[config.mk]
export PLATFORM = sky130hd
export DESIGN_NAME = evt_timer
export DESIGN_NICKNAME = d
export VERILOG_FILES = /design/src/rtl/evt_timer_pkg.sv /design/src/rtl/evt_counter.sv /design/src/rtl/cmp_stage.sv /design/src/rtl/evt_channel.sv /design/src/rtl/evt_timer.sv
export SDC_FILE = /design/constraint.sdc
export NUM_CORES = 1
export LEC_CHECK = 0
export CELL_PAD_IN_SITES_DETAIL_PLACEMENT = 1
export CELL_PAD_IN_SITES_GLOBAL_PLACEMENT = 2
export CORE_ASPECT_RATIO = 1.75
export CORE_MARGIN = 2
export CORE_UTILIZATION = 40
export CTS_CLUSTER_DIAMETER = 200
export DETAILED_ROUTE_END_ITERATION = 8
export GPL_ROUTABILITY_DRIVEN = 0
export PLACE_DENSITY = 0.83
export SLEW_MARGIN = 20
export SYNTH_ARGS = -nofsm -noshare
export SYNTH_HDL_FRONTEND = slang
export SYNTH_SLANG_ARGS = --single-unit
[constraint.sdc]
create_clock -name clk_i -period 4.2 [get_ports clk_i]
set_clock_uncertainty 0.1 [all_clocks]
set_input_delay 0.63 -clock clk_i [delete_from_list [all_inputs] [get_ports clk_i]]
set_output_delay 0.63 -clock clk_i [all_outputs]
set_load 0.005 [all_outputs]
[src/rtl/evt_timer_pkg.sv]
package evt_timer_pkg;
  typedef enum logic [2:0] {
    A_GCFG   = 3'd0,
    A_STAT   = 3'd1,
    A_CNT_LO = 3'd2,
    A_CNT_HI = 3'd3,
    A_CHCFG  = 3'd4,
    A_CMP    = 3'd5
  } reg_addr_e;

  // channel config, bit 0 upward: level, enable, periodic, set-value, 32-bit mode
  typedef struct packed {
    logic m32;
    logic setv;
    logic per;
    logic en;
    logic level;
  } ch_cfg_t;

  localparam int unsigned CH_CFG_W = $bits(ch_cfg_t);
endpackage

[src/rtl/evt_counter.sv]
module evt_counter #(
  parameter int unsigned CW = 32
) (
  input  logic          clk_i,
  input  logic          rst_ni,
  input  logic          run_i,
  input  logic          tick_i,
  input  logic          wr_i,
  input  logic [CW-1:0] wdata_i,
  output logic [CW-1:0] cnt_o
);
  logic [CW-1:0] cnt_q;

  always_ff @(posedge clk_i or negedge rst_ni) begin
    if (!rst_ni)              cnt_q <= '0;
    else if (!run_i && wr_i)  cnt_q <= wdata_i;
    else if (run_i && tick_i) cnt_q <= cnt_q + CW'(1);
  end

  assign cnt_o = cnt_q;

  AST_CNT_STEP: assert property (@(posedge clk_i) disable iff (!rst_ni)
    run_i && tick_i |=> cnt_q == $past(cnt_q) + CW'(1));
  AST_CNT_HOLD: assert property (@(posedge clk_i) disable iff (!rst_ni)
    !run_i && !wr_i |=> $stable(cnt_q));
  AST_CNT_NOWR: assert property (@(posedge clk_i) disable iff (!rst_ni)
    run_i && !tick_i |=> $stable(cnt_q));
endmodule

[src/rtl/cmp_stage.sv]
module cmp_stage #(
  parameter int unsigned CW         = 32,
  parameter int unsigned XFER_TICKS = 2
) (
  input  logic          clk_i,
  input  logic          rst_ni,
  input  logic          load_i,
  input  logic [CW-1:0] wdata_i,
  input  logic          force_i,
  input  logic          tick_i,
  output logic          xfer_o,
  output logic          pending_o,
  output logic [CW-1:0] stage_o
);
  localparam int unsigned TW = $clog2(XFER_TICKS + 1);

  logic [CW-1:0] stage_q;
  logic          pending_q;
  logic [TW-1:0] tcnt_q;
  logic          last_tick;

  assign last_tick = tick_i && (tcnt_q == TW'(XFER_TICKS - 1));
  assign xfer_o    = pending_q && !load_i && (force_i || last_tick);

  always_ff @(posedge clk_i or negedge rst_ni) begin
    if (!rst_ni) begin
      stage_q   <= '0;
      pending_q <= 1'b0;
      tcnt_q    <= '0;
    end else if (load_i) begin
      stage_q   <= wdata_i;
      pending_q <= 1'b1;
      tcnt_q    <= '0;
    end else if (xfer_o) begin
      pending_q <= 1'b0;
      tcnt_q    <= '0;
    end else if (pending_q && tick_i) begin
      tcnt_q    <= tcnt_q + TW'(1);
    end
  end

  assign pending_o = pending_q;
  assign stage_o   = stage_q;

  AST_RD_FORCE: assert property (@(posedge clk_i) disable iff (!rst_ni)
    force_i && !load_i |=> !pending_q);
  AST_XFER_LIMIT: assert property (@(posedge clk_i) disable iff (!rst_ni)
    pending_q |-> tcnt_q < TW'(XFER_TICKS));
  AST_LOAD_PEND: assert property (@(posedge clk_i) disable iff (!rst_ni)
    load_i |=> pending_q && stage_q == $past(wdata_i));
endmodule

[src/rtl/evt_channel.sv]
module evt_channel #(
  parameter int unsigned CW         = 32,
  parameter int unsigned XFER_TICKS = 2
) (
  input  logic          clk_i,
  input  logic          rst_ni,
  input  logic          en_i,
  input  logic          per_i,
  input  logic          setv_i,
  input  logic          level_i,
  input  logic          run_i,
  input  logic          tick_i,
  input  logic [CW-1:0] cnt_i,
  input  logic          cmp_wr_i,
  input  logic          cmp_rd_i,
  input  logic [CW-1:0] wdata_i,
  input  logic          stat_clr_i,
  output logic [CW-1:0] cmp_o,
  output logic          flag_o,
  output logic          irq_o
);
  logic [CW-1:0] cmp_q, period_q, stage;
  logic          flag_q, pulse_q;
  logic          stage_load, per_load, xfer, pending, hit;

  assign stage_load = cmp_wr_i && (setv_i || !per_i);
  assign per_load   = cmp_wr_i && !setv_i && per_i;

  cmp_stage #(.CW(CW), .XFER_TICKS(XFER_TICKS)) i_cmp_stage (
    .clk_i     (clk_i),
    .rst_ni    (rst_ni),
    .load_i    (stage_load),
    .wdata_i   (wdata_i),
    .force_i   (cmp_rd_i),
    .tick_i    (tick_i),
    .xfer_o    (xfer),
    .pending_o (pending),
    .stage_o   (stage)
  );

  assign hit = en_i && run_i && tick_i && (cnt_i == cmp_q);

  always_ff @(posedge clk_i or negedge rst_ni) begin
    if (!rst_ni) begin
      cmp_q    <= '0;
      period_q <= '0;
      flag_q   <= 1'b0;
      pulse_q  <= 1'b0;
    end else begin
      if (xfer)              cmp_q <= stage;
      else if (hit && per_i) cmp_q <= cmp_q + period_q;
      if (per_load) period_q <= wdata_i;
      if (hit)             flag_q <= 1'b1;
      else if (stat_clr_i) flag_q <= 1'b0;
      pulse_q <= hit;
    end
  end

  assign cmp_o  = pending ? stage : cmp_q;
  assign flag_o = flag_q;
  assign irq_o  = level_i ? flag_q : pulse_q;

  AST_PERIOD_ADD: assert property (@(posedge clk_i) disable iff (!rst_ni)
    hit && per_i && !xfer |=> cmp_q == $past(cmp_q) + $past(period_q));
  AST_ONESHOT_KEEP: assert property (@(posedge clk_i) disable iff (!rst_ni)
    hit && !per_i && !xfer |=> $stable(cmp_q));
  AST_LEVEL_HOLD: assert property (@(posedge clk_i) disable iff (!rst_ni)
    level_i && flag_q && !stat_clr_i |=> flag_q);
  AST_DIS_QUIET: assert property (@(posedge clk_i) disable iff (!rst_ni)
    !en_i |=> !pulse_q);
  AST_EDGE_PULSE: assert property (@(posedge clk_i) disable iff (!rst_ni)
    !tick_i |=> !pulse_q);
endmodule

[src/rtl/evt_timer.sv]
module evt_timer
  import evt_timer_pkg::*;
#(
  parameter int unsigned DW         = 32,
  parameter int unsigned XFER_TICKS = 2
) (
  input  logic          clk_i,
  input  logic          rst_ni,
  input  logic          tick_i,
  input  logic          bus_sel_i,
  input  logic          bus_we_i,
  input  logic [2:0]    bus_addr_i,
  input  logic [DW-1:0] bus_wdata_i,
  output logic [DW-1:0] bus_rdata_o,
  output logic          irq_o
);
  logic          run_q;
  ch_cfg_t       cfg_q;
  logic [DW-1:0] cnt, cmp_rd;
  logic          flag;
  logic          wr, rd;
  logic          wr_gcfg, wr_stat, wr_cnt, wr_chcfg, wr_cmp, rd_cmp;

  assign wr = bus_sel_i && bus_we_i;
  assign rd = bus_sel_i && !bus_we_i;

  assign wr_gcfg  = wr && bus_addr_i == A_GCFG;
  assign wr_stat  = wr && bus_addr_i == A_STAT;
  assign wr_cnt   = wr && bus_addr_i == A_CNT_LO;
  assign wr_chcfg = wr && bus_addr_i == A_CHCFG;
  assign wr_cmp   = wr && bus_addr_i == A_CMP;
  assign rd_cmp   = rd && bus_addr_i == A_CMP;

  always_ff @(posedge clk_i or negedge rst_ni) begin
    if (!rst_ni) begin
      run_q <= 1'b0;
      cfg_q <= '0;
    end else begin
      if (wr_gcfg) run_q <= bus_wdata_i[0];
      if (wr_chcfg)                 cfg_q      <= ch_cfg_t'(bus_wdata_i[CH_CFG_W-1:0]);
      else if (wr_cmp && cfg_q.setv) cfg_q.setv <= 1'b0;
    end
  end

  evt_counter #(.CW(DW)) i_evt_counter (
    .clk_i   (clk_i),
    .rst_ni  (rst_ni),
    .run_i   (run_q),
    .tick_i  (tick_i),
    .wr_i    (wr_cnt),
    .wdata_i (bus_wdata_i),
    .cnt_o   (cnt)
  );

  evt_channel #(.CW(DW), .XFER_TICKS(XFER_TICKS)) i_evt_channel (
    .clk_i      (clk_i),
    .rst_ni     (rst_ni),
    .en_i       (cfg_q.en),
    .per_i      (cfg_q.per),
    .setv_i     (cfg_q.setv),
    .level_i    (cfg_q.level),
    .run_i      (run_q),
    .tick_i     (tick_i),
    .cnt_i      (cnt),
    .cmp_wr_i   (wr_cmp),
    .cmp_rd_i   (rd_cmp),
    .wdata_i    (bus_wdata_i),
    .stat_clr_i (wr_stat && bus_wdata_i[0]),
    .cmp_o      (cmp_rd),
    .flag_o     (flag),
    .irq_o      (irq_o)
  );

  always_comb begin
    bus_rdata_o = '0;
    case (bus_addr_i)
      A_GCFG:   bus_rdata_o[0] = run_q;
      A_STAT:   bus_rdata_o[0] = flag;
      A_CNT_LO: bus_rdata_o = cnt;
      A_CHCFG:  bus_rdata_o[CH_CFG_W-1:0] = cfg_q;
      A_CMP:    bus_rdata_o = cmp_rd;
      default:  bus_rdata_o = '0;
    endcase
  end

  AST_SETV_CLR: assert property (@(posedge clk_i) disable iff (!rst_ni)
    wr_cmp && cfg_q.setv |=> !cfg_q.setv);
  AST_RST_IRQ: assert property (@(posedge clk_i) disable iff (!rst_ni)
    !cfg_q.level && !tick_i |=> !irq_o);
endmodule

; ---- Yosys cells after proc, flatten, opt, wreduce, memory -nomap -nowiden
; Index checks and enable logic that the tools add are counted.
[classes]
n_reduce_logical = 37
eq_ne = 6
mux = 18
addsub = 3
[ops]
columns = cell, count
row1 = 32-bit 2-to-1 mux, 5
row2 = 27-bit case mux with 2 select lines, 1
row3 = "32-bit by 1-bit adder with 32-bit output, second input constant", 1
row4 = 32-bit adder, 1
row5 = 32-bit == test, 1
row6 = 1-bit logical AND, 23
row7 = 4-bit case mux with 3 select lines, 1
row8 = 2-bit nonzero test, 5
row9 = 1-bit 2-to-1 mux, 7
row10 = "3-bit == test, second input constant", 2
row11 = 2-bit 2-to-1 mux, 3
row12 = 1-bit zero test, 5
row13 = 1-bit case mux with 5 select lines, 1
row14 = "3-bit by 1-bit == test with 1-bit output, second input constant", 1
row15 = "3-bit by 2-bit == test with 1-bit output, second input constant", 1
row16 = 3-bit zero test, 1
row17 = 3-bit nonzero test, 1
row18 = "2-bit by 1-bit adder with 2-bit output, second input constant", 1
row19 = "2-bit by 1-bit == test with 1-bit output, second input constant", 1
row20 = 1-bit logical OR, 2
[word_totals]
wordCells = 78
ff_bits = 139
out_inout_bits = 33

; ---- Depth between registers and ports, before layout
[depth]
ltp_word = 8
ltp_mapped = 11

; ---- Cells and area by module
; Synthesis repeated with hierarchy kept, for this count alone.
[hier_totals]
cells_unflattened = 923
area_unflattened_um2 = 9287.7
[by_module_without_submodules]
columns = module, cells_each, area_per_inst_um2, instances
row1 = evt_channel, 558, 5211.2, 1
row2 = evt_counter, 205, 1871.8, 1
row3 = cmp_stage, 83, 1470.2, 1
row4 = evt_timer, 77, 734.5, 1

; ---- Worst setup path before layout
; OpenSTA, ideal clock, no wires.
[synth_path]
kind = input to output
from = input bus_addr_i[2]
to = output bus_rdata_o[16]
t_arrival_ns = 1.896
t_required_ns = 3.470
n_path_buf = 3
path_slack_ns = 1.574
path_stages = 7
cell_sequence = buf_2 > nor2b_1 > nor2b_1 > clkbuf_1 > buf_1 > nand2_1 > o21ai_0
[synth_between]
elab_chain_cells = 2
word_cells_on_any_way = 3
cone_classes = 2 x eq/ne / 1 x mux
[synth_rtl]
columns = item, line
row1 = "start, declared", evt_timer.sv:12  ; input logic [2:0] bus_addr_i,
row2 = 3-bit == test / 3-bit by 2-bit == test with 1-bit output (equally long branches), evt_timer.sv:76  ; case (bus_addr_i)
row3 = 27-bit case mux with 2 select lines (*), evt_timer.sv:76
row4 = "end, declared", evt_timer.sv:14  ; output logic [DW-1:0] bus_rdata_o,
; Every way passes the cells marked *; elsewhere a longest branch is shown, timed or not.

; ---- Worst setup path after layout
[layout_path]
from = input bus_addr_i[1]
to = output bus_rdata_o[5]
; Same word-level chain as after synthesis.

==> reports/results.ini <==
[yosys]
syn_area_sq_um=9240
synth-seq-area-share_pct=37.6
compound_gate_fraction_of_synth_area_pct=17.5
synth-xor-area-share_pct=4.83
number_of_flops_mapped_to_enable_cells_by_yosys=0
yosysUniqueCellTypes=70
synth_top_family_by_area=compound AO/OA/AOI/OAI gates
synth-main-ff-cell=sky130_fd_sc_hd__dfrtp_1
synth.ff_latch_count=139
synth_nets=1080
post_synth_mux_area_share_pct=13.7
asyncSetResetFlopFracSynth_pct=100
synth-adder-area-share_pct=4.68
avgSynthCellArea_sq_um=9.19
synthSimpleGateAreaFrac_pct=17.4
synthCells=1006
ys.warnings.count=0

[run]
max_cap_viol_count=0

[power_and_ir_drop]
switching_share_pct=39.1
p_sw_mw=2.26
pwr_density_cell_nw_per_um2=538
seqPwrFrac_pct=38.1
leakage_power_figure_nw=4.62
clock_power_share_pct=26.2
worst_ir_drop_vdd_mv=0.290
pint_mw=3.53
power.share.combinational_pct=35.7

[timing]
max_slew.worst_pin.slew_ns=0.875
slew_headroom_pct=41.2
final-hold-violation-count=0
ratio_of_final_minimum_period_to_clock_period_pct=90.6
fmax_mhz=263
period_minus_slack_ns=3.81
setup_viol=0
grt_setup_unrepaired=false
fin_worst_hold_slack_ns=0.136
drv_slew=0
setup-tns-final_ns=0

[route]
num_vias=8193
top_signal_layer_used=met4
wl_met2_um=17200
routed_wire_length_per_instance_um=23.5
routed_via_density=6.01
routed_wl_um=32100
starting_drt_drc_count=384
ant_nets=0
drc_viols=0
wl_met1_um=12600
routed-wl-met3_um=912
drt_first_pass_iters=5

[critical_path]
worstPathCellList=clkdlybuf4s50_1 > nor2b_1 > nand2_1 > buf_4 > o21ai_0 > clkdlybuf4s50_1
timing.critical_path.to_type=primary output
critical_path_class=in -> out
worstPathRequired_ns=3.47
r2r_end=i_evt_channel.cmp_q[29]$_DFFE_PN0P_
crit_path_start=bus_addr_i[1]
critPathTopFamily=buffers and inverters
cpMaxStageDelayCell=sky130_fd_sc_hd__clkdlybuf4s50_1
buffers_and_inverters_on_the_worst_path=3
r2r_worst_path_depth=9
critPathLaunchType=input pin
timing.critical_path.fanout_max=15
rrSetupSlack_ns=0.92
max_stage_delay_ns=0.54
worst-endpoint-arrival_ns=3.08
reg2reg_start=i_evt_channel.cmp_q[17]$_DFFE_PN0P_
cell_seen_most_often_among_critical_path_stages=sky130_fd_sc_hd__clkdlybuf4s50_1

[floorplan]
die_w_um=119
initial_core_util_pct=40.6
boundaryPins=73
core_region_area_sq_um=22700
dieHeight_um=205
rows=73
full_die_area_sq_um=24400

[clocking]
h-tree-depth=4
cts_setup_buffers=0
cts_made_buffers=17
cts_hold_buf=0
clk_path_buf_depth=2
cts_sinks=139
clk_pin_slew_worst_paths_ns=0.06
worstSkewPairLatency_ns=0.44
cts-resized-gates=0
clock_tree_from_tritoncts=yes
cts.root.buffer_cell=sky130_fd_sc_hd__clkbuf_16

[hold_path]
timing.hold.worst.class=in -> async

[global_route]
largest_net_degree_at_the_start_of_global_routing=79
wire_length_of_the_first_global_routing_pass_um=50600
globalRouteTotalUtil_pct=27.3
antenna_found_initial=0
grt_pass1_vias=8743
grt_remaining_overflow=0

[final_layout]
finalNetCount=1125
layout_commonest_cell=sky130_fd_sc_hd__nand2_1
seq_area_sq_um=3480
area_growth_pct=16.5
multi_input_area_sq_um=5390
diodes=0
fillerInstances=2578
most_used_cells_in_the_layout_excluding_fill_and_tap_cells=sky130_fd_sc_hd__nand2_1, sky130_fd_sc_hd__dfrtp_1, sky130_fd_sc_hd__o21ai_0
drive_gt1_share_pct=13.3
utilization_pct=47.4

[placement]
port-buffer-count=72
dp_hpwl_um=23300

[status]
run_status=complete, no violations

-- power groups by stage --
stage / logic, mW / clock network, mW / registers (mW)
final: 2.07 / 1.52 / 2.20
after global routing: 2.28 / 1.59 / 2.26
after CTS: 2.08 / 1.54 / 2.20
after detailed placement: 2.06 / 0 / 2.22
after global placement: 2.02 / 0 / 2.21
after floorplan: 1.55 / 0 / 1.96
-- worst max path at each step --
stage	end	cells after the start
6_report	bus_rdata_o[5]	6
5_1_grt	bus_rdata_o[5]	6
4_1_cts	bus_rdata_o[5]	6
3_5_place_dp	bus_rdata_o[12]	6
3_3_place_gp	bus_rdata_o[23]	5
2_1_floorplan	bus_rdata_o[16]	7
-- metrics by stage --
stage	total power, mW	instance area [sq um]	worst slack, ns	std cells
floorplan	3.51	9240	1.57	1006
global placement	4.23	10200	0.475	1332
detailed placement	4.29	10200	0.405	1332
CTS	5.82	10800	0.389	1364
global route	6.13	10800	0.234	1364
finish	5.79	10800	0.395	1364
-- synthesized netlist by cell type, types with 3 or more instances --
library cell / number / share of area, %
sky130_fd_sc_hd__dfrtp_1: 139 / 38
sky130_fd_sc_hd__nand2_1: 139 / 5.6
sky130_fd_sc_hd__o21ai_0: 88 / 4.8
sky130_fd_sc_hd__mux2_2: 70 / 8.5
sky130_fd_sc_hd__nor2_1: 60 / 2.4
sky130_fd_sc_hd__a21oi_1: 56 / 3.0
sky130_fd_sc_hd__mux2i_1: 48 / 5.2
sky130_fd_sc_hd__xnor2_1: 42 / 4.0
sky130_fd_sc_hd__nand3_1: 40 / 2.2
sky130_fd_sc_hd__ha_1: 33 / 4.5
sky130_fd_sc_hd__clkbuf_1: 32 / 1.3
sky130_fd_sc_hd__a21o_1: 21 / 1.7
sky130_fd_sc_hd__nand4_1: 15 / 1.0
sky130_fd_sc_hd__nor3_1: 15 / 0.81
sky130_fd_sc_hd__buf_2: 14 / 0.76
sky130_fd_sc_hd__inv_1: 12 / 0.49
sky130_fd_sc_hd__a221o_1: 9 / 0.97
sky130_fd_sc_hd__a22oi_1: 9 / 0.73
sky130_fd_sc_hd__a31oi_1: 9 / 0.61
sky130_fd_sc_hd__o21a_1: 9 / 0.73
sky130_fd_sc_hd__xor2_1: 9 / 0.85
sky130_fd_sc_hd__and3_1: 8 / 0.54
sky130_fd_sc_hd__nor4_1: 8 / 0.54
sky130_fd_sc_hd__o311ai_0: 8 / 0.76
sky130_fd_sc_hd__a211oi_1: 7 / 0.57
sky130_fd_sc_hd__nor2b_1: 7 / 0.47
sky130_fd_sc_hd__nor3b_1: 6 / 0.49
sky130_fd_sc_hd__and2_1: 5 / 0.34
sky130_fd_sc_hd__buf_4: 5 / 0.41
sky130_fd_sc_hd__nand2b_1: 5 / 0.34
sky130_fd_sc_hd__buf_1: 4 / 0.16
sky130_fd_sc_hd__clkbuf_2: 4 / 0.22
sky130_fd_sc_hd__clkbuf_8: 4 / 0.60
sky130_fd_sc_hd__o211ai_1: 4 / 0.32
sky130_fd_sc_hd__o22ai_1: 4 / 0.27
sky130_fd_sc_hd__o31a_1: 4 / 0.38
sky130_fd_sc_hd__a211o_1: 3 / 0.28
sky130_fd_sc_hd__nand3b_1: 3 / 0.24
sky130_fd_sc_hd__o211a_1: 3 / 0.32
sky130_fd_sc_hd__or4_1: 3 / 0.24
-- cell type report --
class	count	share of cell area, %
repair buffers	92	8.33
flip-flops and latches	139	32.3
well taps	300	3.49
clock buffers	20	4.24
clock inverters	12	1.14
inverters	12	0.418
multi-input cells	789	50.1
-- metal layers --
metal	GRT usage, %	up-vias
met5	0	-
met4	12.9	0
met3	3.73	67
met2	50.8	153
met1	30.3	4219
li1	-	3754
-- cells by family (layout without fill, tap and decap cells) --
kind of cell,Yosys count,in the layout
adders and majority gates,34,34
muxes,118,118
xor gates and xnor gates,51,51
and+or+nand+nor,331,331
AOI/OAI and AO/OA,255,255
DFF,139,139
buffers and inverters,78,136
-- flip-flops by register name, summed over array words and instances (netlist names) --
| register | flops |
|---|---|
| i_evt_channel.i_cmp_stage.stage_o | 32 |
| i_evt_channel.pulse_q | 1 |
| i_evt_channel.flag_o | 1 |
| i_evt_channel.cmp_q | 32 |
| run_q | 1 |
| i_evt_counter.cnt_o | 32 |
| i_evt_channel.i_cmp_stage.pending_o | 1 |
| i_evt_channel.period_q | 32 |
| i_evt_channel.i_cmp_stage.tcnt_q | 2 |
| cfg_q | 5 |
Power figures use the tool's default switching activity.
